[src/rtl/tmr_pkg.sv]
package tmr_pkg;
    localparam int SELW = 3;

    localparam logic [2:0] A_CTRL0 = 3'd0;
    localparam logic [2:0] A_DATA0 = 3'd1;
    localparam logic [2:0] A_CNT0  = 3'd2;
    localparam logic [2:0] A_CTRL1 = 3'd4;
    localparam logic [2:0] A_DATA1 = 3'd5;
    localparam logic [2:0] A_CNT1  = 3'd6;

    localparam int B_RUN  = 0;
    localparam int B_FLAG = 1;
    localparam int B_SEL  = 2;
    localparam int B_WIDE = 5;

    typedef struct packed {
        logic            wide;
        logic [SELW-1:0] sel;
        logic            run;
    } ctrl_t;
endpackage

[src/rtl/tmr_sync_edge.sv]
module tmr_sync_edge #(
    parameter int STAGES = 2
) (
    input  logic clk,
    input  logic rst_n,
    input  logic din,
    output logic rise
);
    logic [STAGES:0] sh_d, sh_q;

    always_comb begin
        sh_d = {sh_q[STAGES-1:0], din};
    end

    always_ff @(posedge clk or negedge rst_n) begin
        if (!rst_n) sh_q <= '0;
        else        sh_q <= sh_d;
    end

    assign rise = sh_q[STAGES-1] & ~sh_q[STAGES];
endmodule

[src/rtl/tmr_tick_mux.sv]
module tmr_tick_mux #(
    parameter int NSRC = 7,
    parameter int SELW = 3
) (
    input  logic [NSRC-1:0] tick_en,
    input  logic            ext_rise,
    input  logic [SELW-1:0] sel,
    output logic            tick
);
    localparam int NSLOT = 2 ** SELW;
    logic [NSLOT-1:0] src;

    for (genvar i = 0; i < NSLOT; i++) begin : g_src
        if (i < NSRC) begin : g_int
            assign src[i] = tick_en[i];
        end else begin : g_ext
            assign src[i] = ext_rise;
        end
    end

    assign tick = src[sel];
endmodule

[src/rtl/tmr_chan.sv]
module tmr_chan #(
    parameter int DW = 8
) (
    input  logic          clk,
    input  logic          rst_n,
    input  logic          start,
    input  logic          adv,
    input  logic          wrap,
    input  logic          mark,
    input  logic          flag_clr,
    input  logic [DW-1:0] period,
    output logic [DW-1:0] cnt,
    output logic [DW-1:0] lat,
    output logic          flag,
    output logic          tog
);
    typedef struct packed {
        logic [DW-1:0] cnt;
        logic [DW-1:0] lat;
        logic          flag;
        logic          tog;
    } chan_t;

    chan_t st_d, st_q;

    always_comb begin
        st_d = st_q;
        if (start || wrap) begin
            st_d.cnt = '0;
            st_d.lat = period;
        end else if (adv) begin
            st_d.cnt = st_q.cnt + 1'b1;
        end
        if (mark) begin
            st_d.flag = 1'b1;
            st_d.tog  = ~st_q.tog;
        end else if (flag_clr) begin
            st_d.flag = 1'b0;
        end
    end

    always_ff @(posedge clk or negedge rst_n) begin
        if (!rst_n) st_q <= '0;
        else        st_q <= st_d;
    end

    assign cnt  = st_q.cnt;
    assign lat  = st_q.lat;
    assign flag = st_q.flag;
    assign tog  = st_q.tog;
endmodule

[src/rtl/dual_interval_timer.sv]
module dual_interval_timer
    import tmr_pkg::*;
#(
    parameter int DW   = 8,
    parameter int NSRC = 7
) (
    input  logic            clk,
    input  logic            rst_n,
    input  logic [NSRC-1:0] tick_en,
    input  logic            ext_evt,
    input  logic            bus_we,
    input  logic [2:0]      bus_addr,
    input  logic [DW-1:0]   bus_wdata,
    output logic [DW-1:0]   bus_rdata,
    output logic [1:0]      match_flag,
    output logic [1:0]      tog_out
);
    localparam int NCH = 2;

    typedef struct packed {
        ctrl_t [NCH-1:0]         ctrl;
        logic  [NCH-1:0][DW-1:0] data;
    } regs_t;

    regs_t regs_d, regs_q;

    logic                    ext_rise;
    logic [NCH-1:0]          tick, start, adv, wrap, mark, flag_clr;
    logic [NCH-1:0]          wr_ctrl, wr_data, step, eq;
    logic [NCH-1:0][DW-1:0]  cnt_w, lat_w;
    logic [NCH-1:0]          flag_w, tog_w;
    logic [NCH-1:0]          run_w;
    logic                    wide_w, start_wide, m16;
    logic [2:0]              ctrl_addr [NCH];
    logic [2:0]              data_addr [NCH];

    assign ctrl_addr[0] = A_CTRL0;
    assign ctrl_addr[1] = A_CTRL1;
    assign data_addr[0] = A_DATA0;
    assign data_addr[1] = A_DATA1;

    tmr_sync_edge #(.STAGES(2)) u_sync (
        .clk  (clk),
        .rst_n(rst_n),
        .din  (ext_evt),
        .rise (ext_rise)
    );

    for (genvar c = 0; c < NCH; c++) begin : g_ch
        tmr_tick_mux #(.NSRC(NSRC), .SELW(SELW)) u_mux (
            .tick_en (tick_en),
            .ext_rise(ext_rise),
            .sel     (regs_q.ctrl[c].sel),
            .tick    (tick[c])
        );

        tmr_chan #(.DW(DW)) u_chan (
            .clk     (clk),
            .rst_n   (rst_n),
            .start   (start[c]),
            .adv     (adv[c]),
            .wrap    (wrap[c]),
            .mark    (mark[c]),
            .flag_clr(flag_clr[c]),
            .period  (regs_q.data[c]),
            .cnt     (cnt_w[c]),
            .lat     (lat_w[c]),
            .flag    (flag_w[c]),
            .tog     (tog_w[c])
        );

        assign run_w[c] = regs_q.ctrl[c].run;
        assign eq[c]    = (cnt_w[c] == lat_w[c]);
    end

    assign wide_w = regs_q.ctrl[0].wide;

    // Bus decode, start detection and register next values
    always_comb begin
        regs_d = regs_q;
        for (int c = 0; c < NCH; c++) begin
            wr_ctrl[c]  = bus_we && (bus_addr == ctrl_addr[c]);
            wr_data[c]  = bus_we && (bus_addr == data_addr[c]);
            flag_clr[c] = wr_ctrl[c] && !bus_wdata[B_FLAG];
            if (wr_data[c]) regs_d.data[c] = bus_wdata;
            if (wr_ctrl[c]) begin
                regs_d.ctrl[c].run  = bus_wdata[B_RUN];
                regs_d.ctrl[c].sel  = bus_wdata[B_SEL +: SELW];
                regs_d.ctrl[c].wide = (c == 0) ? bus_wdata[B_WIDE] : 1'b0;
            end
        end
        start[0]   = wr_ctrl[0] && bus_wdata[B_RUN] && !regs_q.ctrl[0].run;
        start_wide = start[0] && bus_wdata[B_WIDE];
        start[1]   = start_wide ||
                     (wr_ctrl[1] && bus_wdata[B_RUN] && !regs_q.ctrl[1].run && !wide_w);
    end

    // Counting, match and cascade control
    always_comb begin
        step[0] = regs_q.ctrl[0].run && tick[0];
        step[1] = wide_w ? step[0] : (regs_q.ctrl[1].run && tick[1]);
        m16     = step[0] && eq[0] && eq[1];
        if (wide_w) begin
            mark[0] = m16;
            mark[1] = 1'b0;
            wrap    = {m16, m16};
            adv[0]  = step[0] && !m16;
            adv[1]  = step[0] && !m16 && (&cnt_w[0]);
        end else begin
            mark = step & eq;
            wrap = step & eq;
            adv  = step & ~eq;
        end
    end

    always_ff @(posedge clk or negedge rst_n) begin
        if (!rst_n) regs_q <= '0;
        else        regs_q <= regs_d;
    end

    // Register readback
    always_comb begin
        bus_rdata = '0;
        unique case (bus_addr)
            A_CTRL0, A_CTRL1: begin
                bus_rdata[B_RUN]          = regs_q.ctrl[bus_addr[2]].run;
                bus_rdata[B_FLAG]         = flag_w[bus_addr[2]];
                bus_rdata[B_SEL +: SELW]  = regs_q.ctrl[bus_addr[2]].sel;
                bus_rdata[B_WIDE]         = regs_q.ctrl[bus_addr[2]].wide;
            end
            A_DATA0, A_DATA1: bus_rdata = regs_q.data[bus_addr[2]];
            A_CNT0,  A_CNT1:  bus_rdata = cnt_w[bus_addr[2]];
            default:          bus_rdata = '0;
        endcase
    end

    assign match_flag = flag_w;
    assign tog_out    = tog_w;
endmodule

[config.mk]
export PLATFORM = sky130hd
export DESIGN_NAME = dual_interval_timer
export DESIGN_NICKNAME = d
export VERILOG_FILES = /design/src/rtl/tmr_pkg.sv /design/src/rtl/tmr_sync_edge.sv /design/src/rtl/tmr_tick_mux.sv /design/src/rtl/tmr_chan.sv /design/src/rtl/dual_interval_timer.sv
export SDC_FILE = /design/constraint.sdc
export NUM_CORES = 1
export LEC_CHECK = 0
export CORE_MARGIN = 5
export CORE_UTILIZATION = 30
export CTS_CLUSTER_SIZE = 10
export DETAILED_ROUTE_END_ITERATION = 16
export PLACE_DENSITY_LB_ADDON = 0.05
export SLEW_MARGIN = 20
export SYNTH_ARGS = -nofsm -noshare
export SYNTH_HDL_FRONTEND = slang
export SYNTH_SLANG_ARGS = --single-unit
[constraint.sdc]
create_clock -name clk -period 2.95 [get_ports clk]
set_clock_uncertainty 0.05 [all_clocks]
set_input_delay 0.59 -clock clk [delete_from_list [all_inputs] [get_ports clk]]
set_output_delay 0.59 -clock clk [all_outputs]
set_load 0.005 [all_outputs]
Yosys cells after proc, flatten, opt, wreduce, memory -nomap -nowiden
Index checks and enable logic that the tools add are counted.
{ "classes": {"n_bitwise": 7, "n_addsub": 2, "eq_ne": 7, "muxes": 26, "n_lt_le_gt_ge": 3, "n_reduce_logical": 35} }
{ "ops": {"columns": ["op", "n"], "rows": [
  ["2-to-1 mux 8 bit", 8],
  ["logical AND 1 bit", 18],
  ["case mux 6 bit (3 select lines)", 1],
  ["adder 8 x 1 -> 8 bit, second input constant", 2],
  ["equality test 8 bit", 2],
  ["2-to-1 mux 5 bit", 2],
  ["equality test 3 bit, second input constant", 3],
  ["2-to-1 mux 1 bit", 9],
  ["< comparator 3 x 4 -> 1 bit, second input constant", 2],
  ["AND reduction 8 bit", 1],
  ["nonzero test 2 bit", 4],
  ["binary-select mux 1 bit (select 3 bit)", 2],
  ["2-to-1 mux 2 bit", 3],
  ["OR reduction 2 bit", 3],
  ["logical NOT 1 bit", 5],
  ["AND 2 bit", 2],
  ["case mux 2 bit (2 select lines)", 1],
  ["equality test 3 x 1 -> 1 bit, second input constant", 1],
  ["equality test 3 x 2 -> 1 bit, second input constant", 1],
  ["logical NOT 3 bit", 1],
  ["logical OR 1 bit", 3],
  ["NOT 1 bit", 3],
  ["< comparator 1 x 2 -> 1 bit, second input constant", 1],
  ["NOT 2 bit", 1],
  ["AND 1 bit", 1]
]} }
{ "totals": {"elab_cells": 96, "in_bits": 22, "reg_bits": 64} }

Depth between registers and ports, before layout
{ "depth": {"depth_word": 13, "depth_mapped": 8, "mapped_depth_nobuf": 7} }

Cells and area by module
From an unflattened synthesis, not the netlist that was laid out.
{ "unflattened": {"hier_cells": 312, "area_unflattened_um2": 3379.5} }
{ "modules_own_cells": {"columns": ["mod", "area_each_um2", "instances", "cells_per_inst"], "rows": [
  ["dual_interval_timer", 1641.6, 1, 148],
  ["tmr_chan", 760.7, 2, 77],
  ["tmr_tick_mux", 63.8, 2, 3],
  ["tmr_sync_edge", 88.8, 1, 4]
]} }

Worst setup path before layout
OpenSTA, ideal clock, no wires.
{ "synth_path": {"path_type": "input to register", "from": "input bus_addr[0]", "to": "register g_ch[1].u_chan.st_q (netlist bit g_ch[1].u_chan.lat[5])", "path_buffers": 1, "stages": 8, "setup_slack_ps": 434, "t_required_ps": 2775, "arrival_ps": 2341, "setup_ps": 125, "path_cell_list": "inv_1 > ha_1 > nand3b_2 > nor3b_1 > a32o_1 > nand2b_4 > buf_6 > mux2_4"} }
{ "synth_between": {"elab_chain_cells": 7, "elab_cells_between_ends": 12, "cone_classes": "eq/ne (1); reduce/logical (11)"} }
{ "synth_rtl": {"columns": ["item", "line_no", "rtl"], "rows": [
  ["start: declaration", "dual_interval_timer.sv:12", "input logic [2:0] bus_addr,"],
  ["equality test 3 bit / logical NOT 3 bit (equally long branches)", "dual_interval_timer.sv:82", "wr_ctrl[c] = bus_we && (bus_addr == ctrl_addr[c]);"],
  ["logical AND 1 bit", "dual_interval_timer.sv:82", null],
  ["logical AND 1 bit (on tied branches) (2 in series)", "dual_interval_timer.sv:95, dual_interval_timer.sv:92", null],
  ["logical AND 1 bit (on tied branches)", "dual_interval_timer.sv:95, dual_interval_timer.sv:93", null],
  ["logical OR 1 bit *", "dual_interval_timer.sv:94", "start[1] = start_wide ||"],
  ["logical OR 1 bit *", "tmr_chan.sv:28", "if (start || wrap) begin"],
  ["end signal: assignment", "tmr_chan.sv:44", "else st_q <= st_d;"],
  ["end: declaration", "tmr_chan.sv:24", "chan_t st_d, st_q;"]
]} }
Every way passes the cells marked *; elsewhere a longest branch is shown, timed or not.
A chain may end at the register's enable or synchronous reset.

Final worst setup path
{ "layout_path": {"from": "input bus_addr[2]", "to": "output bus_rdata[3]"} }
{ "layout_between": {"elab_chain_cells": 3, "elab_cells_between_ends": 16, "cone_classes": "eq/ne (5); mux (7); reduce/logical (4)"} }
{ "layout_rtl": {"columns": ["item", "line_no", "rtl"], "rows": [
  ["equality test 3 x 2 -> 1 bit, or another cell as far along", "dual_interval_timer.sv:124", "unique case (bus_addr)"],
  ["OR reduction 2 bit, or another cell as far along", "dual_interval_timer.sv:124", null],
  ["case mux 6 bit (3 select lines) *", "dual_interval_timer.sv:124", null],
  ["end: declaration", "dual_interval_timer.sv:14", "output logic [DW-1:0] bus_rdata,"]
]} }
Every way passes the cells marked *; elsewhere a longest branch is shown, timed or not. The select of a mux whose other input is x is not followed.

==> metrics.md <==
| Metric | Value |
|---|---|
| DR iter-0 viols | `105` |
| Setup TNS | `0 ps` |
| Reg-to-Reg Start | `regs_q[17]$_DFFE_PN0N_` |
| Warnings, synthesis | `0` |
| Slowest-stage cell, CP | `clkdlybuf4s50_1` |
| Gpl congestion | `0.796` |
| Post-route ant nets | `0` |
| First-pass GRT wire length | `16.7 mm` |
| Max Root-Sink Buffers | `2` |
| Hold path depth | `0` |
| Initial Util | `30.8%` |
| Post-synth EDFFs | `0` |
| Slew headroom | `42.4%` |
| PostCTS Resize Cnt | `20` |
| Routed length per instance | `19.1 um` |
| CP Launch Type | `input port` |
| Count leader, synth | `dfrtp_1` |
| Area delta synth->final | `28.4%` |
| Layout net count | `408` |
| Dpl cells | `537` |
| Max incr delay on CP | `490 ps` |
| Layout cells sized above 1 | `33.2%` |
| Full die area | `14700 um2` |
| Worst endpoint required time | `2310 ps` |
| Crit path buf inv count | `3` |
| Maximum clock frequency | `347 MHz` |
| Register area share after synthesis | `43.2%` |
| Crit. End Element | `output port` |
| Setup ws final | `65.8 ps` |
| Worst reg2reg path depth | `6` |
| Post-Syn Area | `3710 um2` |
| Ys flop type | `dfrtp_1` |
| FF+latch count, synth | `64` |
| Port bufs | `33` |
| Maxcap violations | `0` |
| GR Util All Layers | `15.3%` |
| Layout fillers | `1194` |
| DIE WIDTH | `121 um` |
| Final worst path period share | `97.8%` |
| Rows | `40` |
| Power Density | `782 nW/um2` |
| Vias in the first global route | `2802` |
| CTS sink count | `64` |
| Asr flop ratio synth | `100%` |
| Kind of critical path | `in -> out` |
| Area leader, netlist | `dfrtp_1` |
| Lkg Pwr | `2.10 nW` |
| Pins Over Slew Limit | `0` |
| CTS tree | `yes` |
| Htree depth | `3` |
| Measured slew at the worst slew-check pin | `865 ps` |
| HP Start | `u_sync.sh_q[0]$_DFF_PN0_` |
| Crit-path max FO | `14` |
| Setup violators final | `0` |
| I/O pin total | `34` |
| DPL Wire Length | `8.10 mm` |
| Synth top cells by count | `dfrtp_1 (64), mux2_2 (39), a21oi_1 (17), nand2_1 (17), xor2_1 (16)` |
| Area of the multi-input gates | `2040 um2` |
| Clock slew seen by the registers of the worst setup and hold paths | `60 ps` |
| Root buffer cell | `clkbuf_16` |
| Post-synth top area share | `43.2%` |
| End of the worst hold path | `u_sync.sh_q[1]$_DFF_PN0_` |
| Synth Area per Inst | `11.4 um2` |
| Pre-CTS WS | `-351 ps` |
| HP Class | `reg -> reg` |
| Die height | `121 um` |
| Cts hold-fix bufs | `0` |
| RSZ-0062 raised after global routing | `false` |
| Overflow after GRT | `0` |
| Flop2flop setup slack | `580 ps` |
| Final min period | `2880 ps` |
| Worst vdd ir | `0.307 mV` |
| Syn nets | `354` |
| Largest net degree at the start of global routing | `65` |
| First drt pass iteration count | `4` |
| Crit-path leading delay family | `buffers and inverters` |
| Post-Synthesis Cells | `326` |
| Inserted Clock Buffers | `9` |
| Initial antenna violation count | `0` |
| Residual DRC count | `0` |
| Library cells used by synthesis | `60` |
| Critical path cell sequence | `clkdlybuf4s50_1 > buf_4 > mux2_2 > a21oi_1 > a21oi_2 > dlygate4sd2_1` |
| Critical Path AT | `2240 ps` |
| Count of final hold-check violations | `0` |
| Fin cells | `553` |
| Synth top area cells | `dfrtp_1 (43%), mux2_2 (12%), mux2_4 (4.0%), xor2_1 (3.8%), mux4_2 (2.4%)` |
| Antenna diodes | `0` |
| Post-CTS setup repair buffer count | `0` |
| Core area | `12100 um2` |
| Via density | `5.02` |
| Register area | `1600 um2` |
| Run status | `completed` |
| Via count | `2774` |
| Clock Latency Late Sink | `350 ps` |
| Final WL | `10.6 mm` |
| R2r endpoint | `g_ch[0].u_chan.lat[6]$_DFFE_PN0N_` |
==> worst reg2reg max path, cell delays in order, from the launching register on <==
cell,delay [ps]
dfrtp_1,460
mux4_2,600
nand2b_1,120
a21boi_2,170
nor2b_1,90
a21oi_4,410
mux2_4,340
==> stage by stage <==
step | instance area, um2 | power [mW] | utilization [%] | hold WS [ps]
global placement | 4360 | 2.49 | 36.2 | 297
finish | 4760 | 3.73 | 39.5 | 314
detailed placement | 4360 | 2.50 | 36.2 | 293
global route | 4760 | 3.94 | 39.5 | 323
floorplan | 3710 | 2.12 | - | 244
CTS | 4750 | 3.77 | 39.4 | 316
==> metal layers <==
metal / vias up / share of wire (%) / wire length [um] / track usage [%]
met3: 19 / 3.8 / 397 / 3.82
met2: 60 / 44 / 4650 / 22.3
met1: 1365 / 49 / 5150 / 20.9
met5: - / 0 / 0 / 0
met4: 0 / 3.4 / 363 / 7.84
li1: 1330 / - / - / -
==> logic make-up (layout without fill, tap and decap cells) <==
logic type | after synthesis | in the layout | synth area share (%)
multiplexers | 55 | 55 | 18.9
AND/OR/NAND/NOR | 88 | 88 | 14.3
AO/OA/AOI/OAI | 70 | 70 | 13.6
XOR/XNOR | 19 | 19 | 4.48
adder cells (fa/ha/maj) | 6 | 6 | 2.02
flip-flops | 64 | 64 | 43.2
buffers and inverters | 24 | 83 | 3.51
==> placed cells by master, fill, tap and decap left out, types with 3 or more instances in the layout <==
| master | Yosys | routed |
|---|---|---|
| nor3_1 | 3 | 3 |
| mux4_2 | 4 | 4 |
| xor2_1 | 16 | 16 |
| nand3_1 | 11 | 11 |
| a32o_1 | 5 | 5 |
| clkdlybuf4s50_1 | 0 | 22 |
| dlygate4sd2_1 | 0 | 5 |
| nand2b_1 | 3 | 3 |
| dfrtp_1 | 64 | 64 |
| nor2b_1 | 7 | 7 |
| nor4_1 | 3 | 3 |
| buf_4 | 6 | 27 |
| bufinv_16 | 0 | 3 |
| xnor2_1 | 3 | 3 |
| nor2_1 | 13 | 13 |
| nand4_1 | 4 | 4 |
| a22oi_1 | 8 | 8 |
| nand2_1 | 17 | 17 |
| a21oi_1 | 17 | 16 |
| ha_1 | 6 | 3 |
| mux2_2 | 39 | 39 |
| clkbuf_16 | 0 | 9 |
| clkdlybuf4s15_1 | 0 | 3 |
| a31oi_1 | 3 | 3 |
| mux2_4 | 10 | 10 |
| a221oi_2 | 0 | 3 |
| a31o_2 | 4 | 4 |
| o21ai_0 | 11 | 11 |
| a21oi_2 | 3 | 4 |
| and3_1 | 7 | 7 |
| inv_1 | 6 | 5 |
==> worst max-delay path by stage <==
stage,startpoint,to,slack [ps],cells past startpoint
4_1_cts,bus_addr[0],bus_rdata[4],20,9
3_3_place_gp,bus_addr[0],bus_rdata[1],-330,8
3_5_place_dp,bus_addr[0],bus_rdata[1],-350,8
5_1_grt,bus_addr[2],bus_rdata[4],40,6
2_1_floorplan,bus_addr[0],g_ch[1].u_chan.lat[5]$_DFFE_PN0N_,430,8
6_report,bus_addr[2],bus_rdata[3],70,6
==> report_power, final <==
part / leakage [nW] / switching, mW / internal, mW
logic: 1.14 / 0.436 / 0.577
registers: 0.794 / 0.315 / 1.15
clock network: 0.166 / 0.427 / 0.826
total: 2.10 / 1.18 / 2.55
==> flip-flops by register name, indices dropped and copies added (netlist names) <==
signal and flops:
g_ch.u_chan.flag 2, regs_q 24, g_ch.u_chan.tog 2, g_ch.u_chan.cnt 16, g_ch.u_chan.lat 16, wide_w 1, u_sync.sh_q 3
==> cell type report <==
type / count / share of cell area (%)
clock buffers: 9 / 4.73
inverters: 6 / 0.473
repair buffers: 61 / 11.5
clock inverters: 7 / 2.52
well taps: 168 / 4.41
multi-input cells: 238 / 42.8
flip-flops and latches: 64 / 33.6
Note: power is estimated with default switching activity, not from simulation.
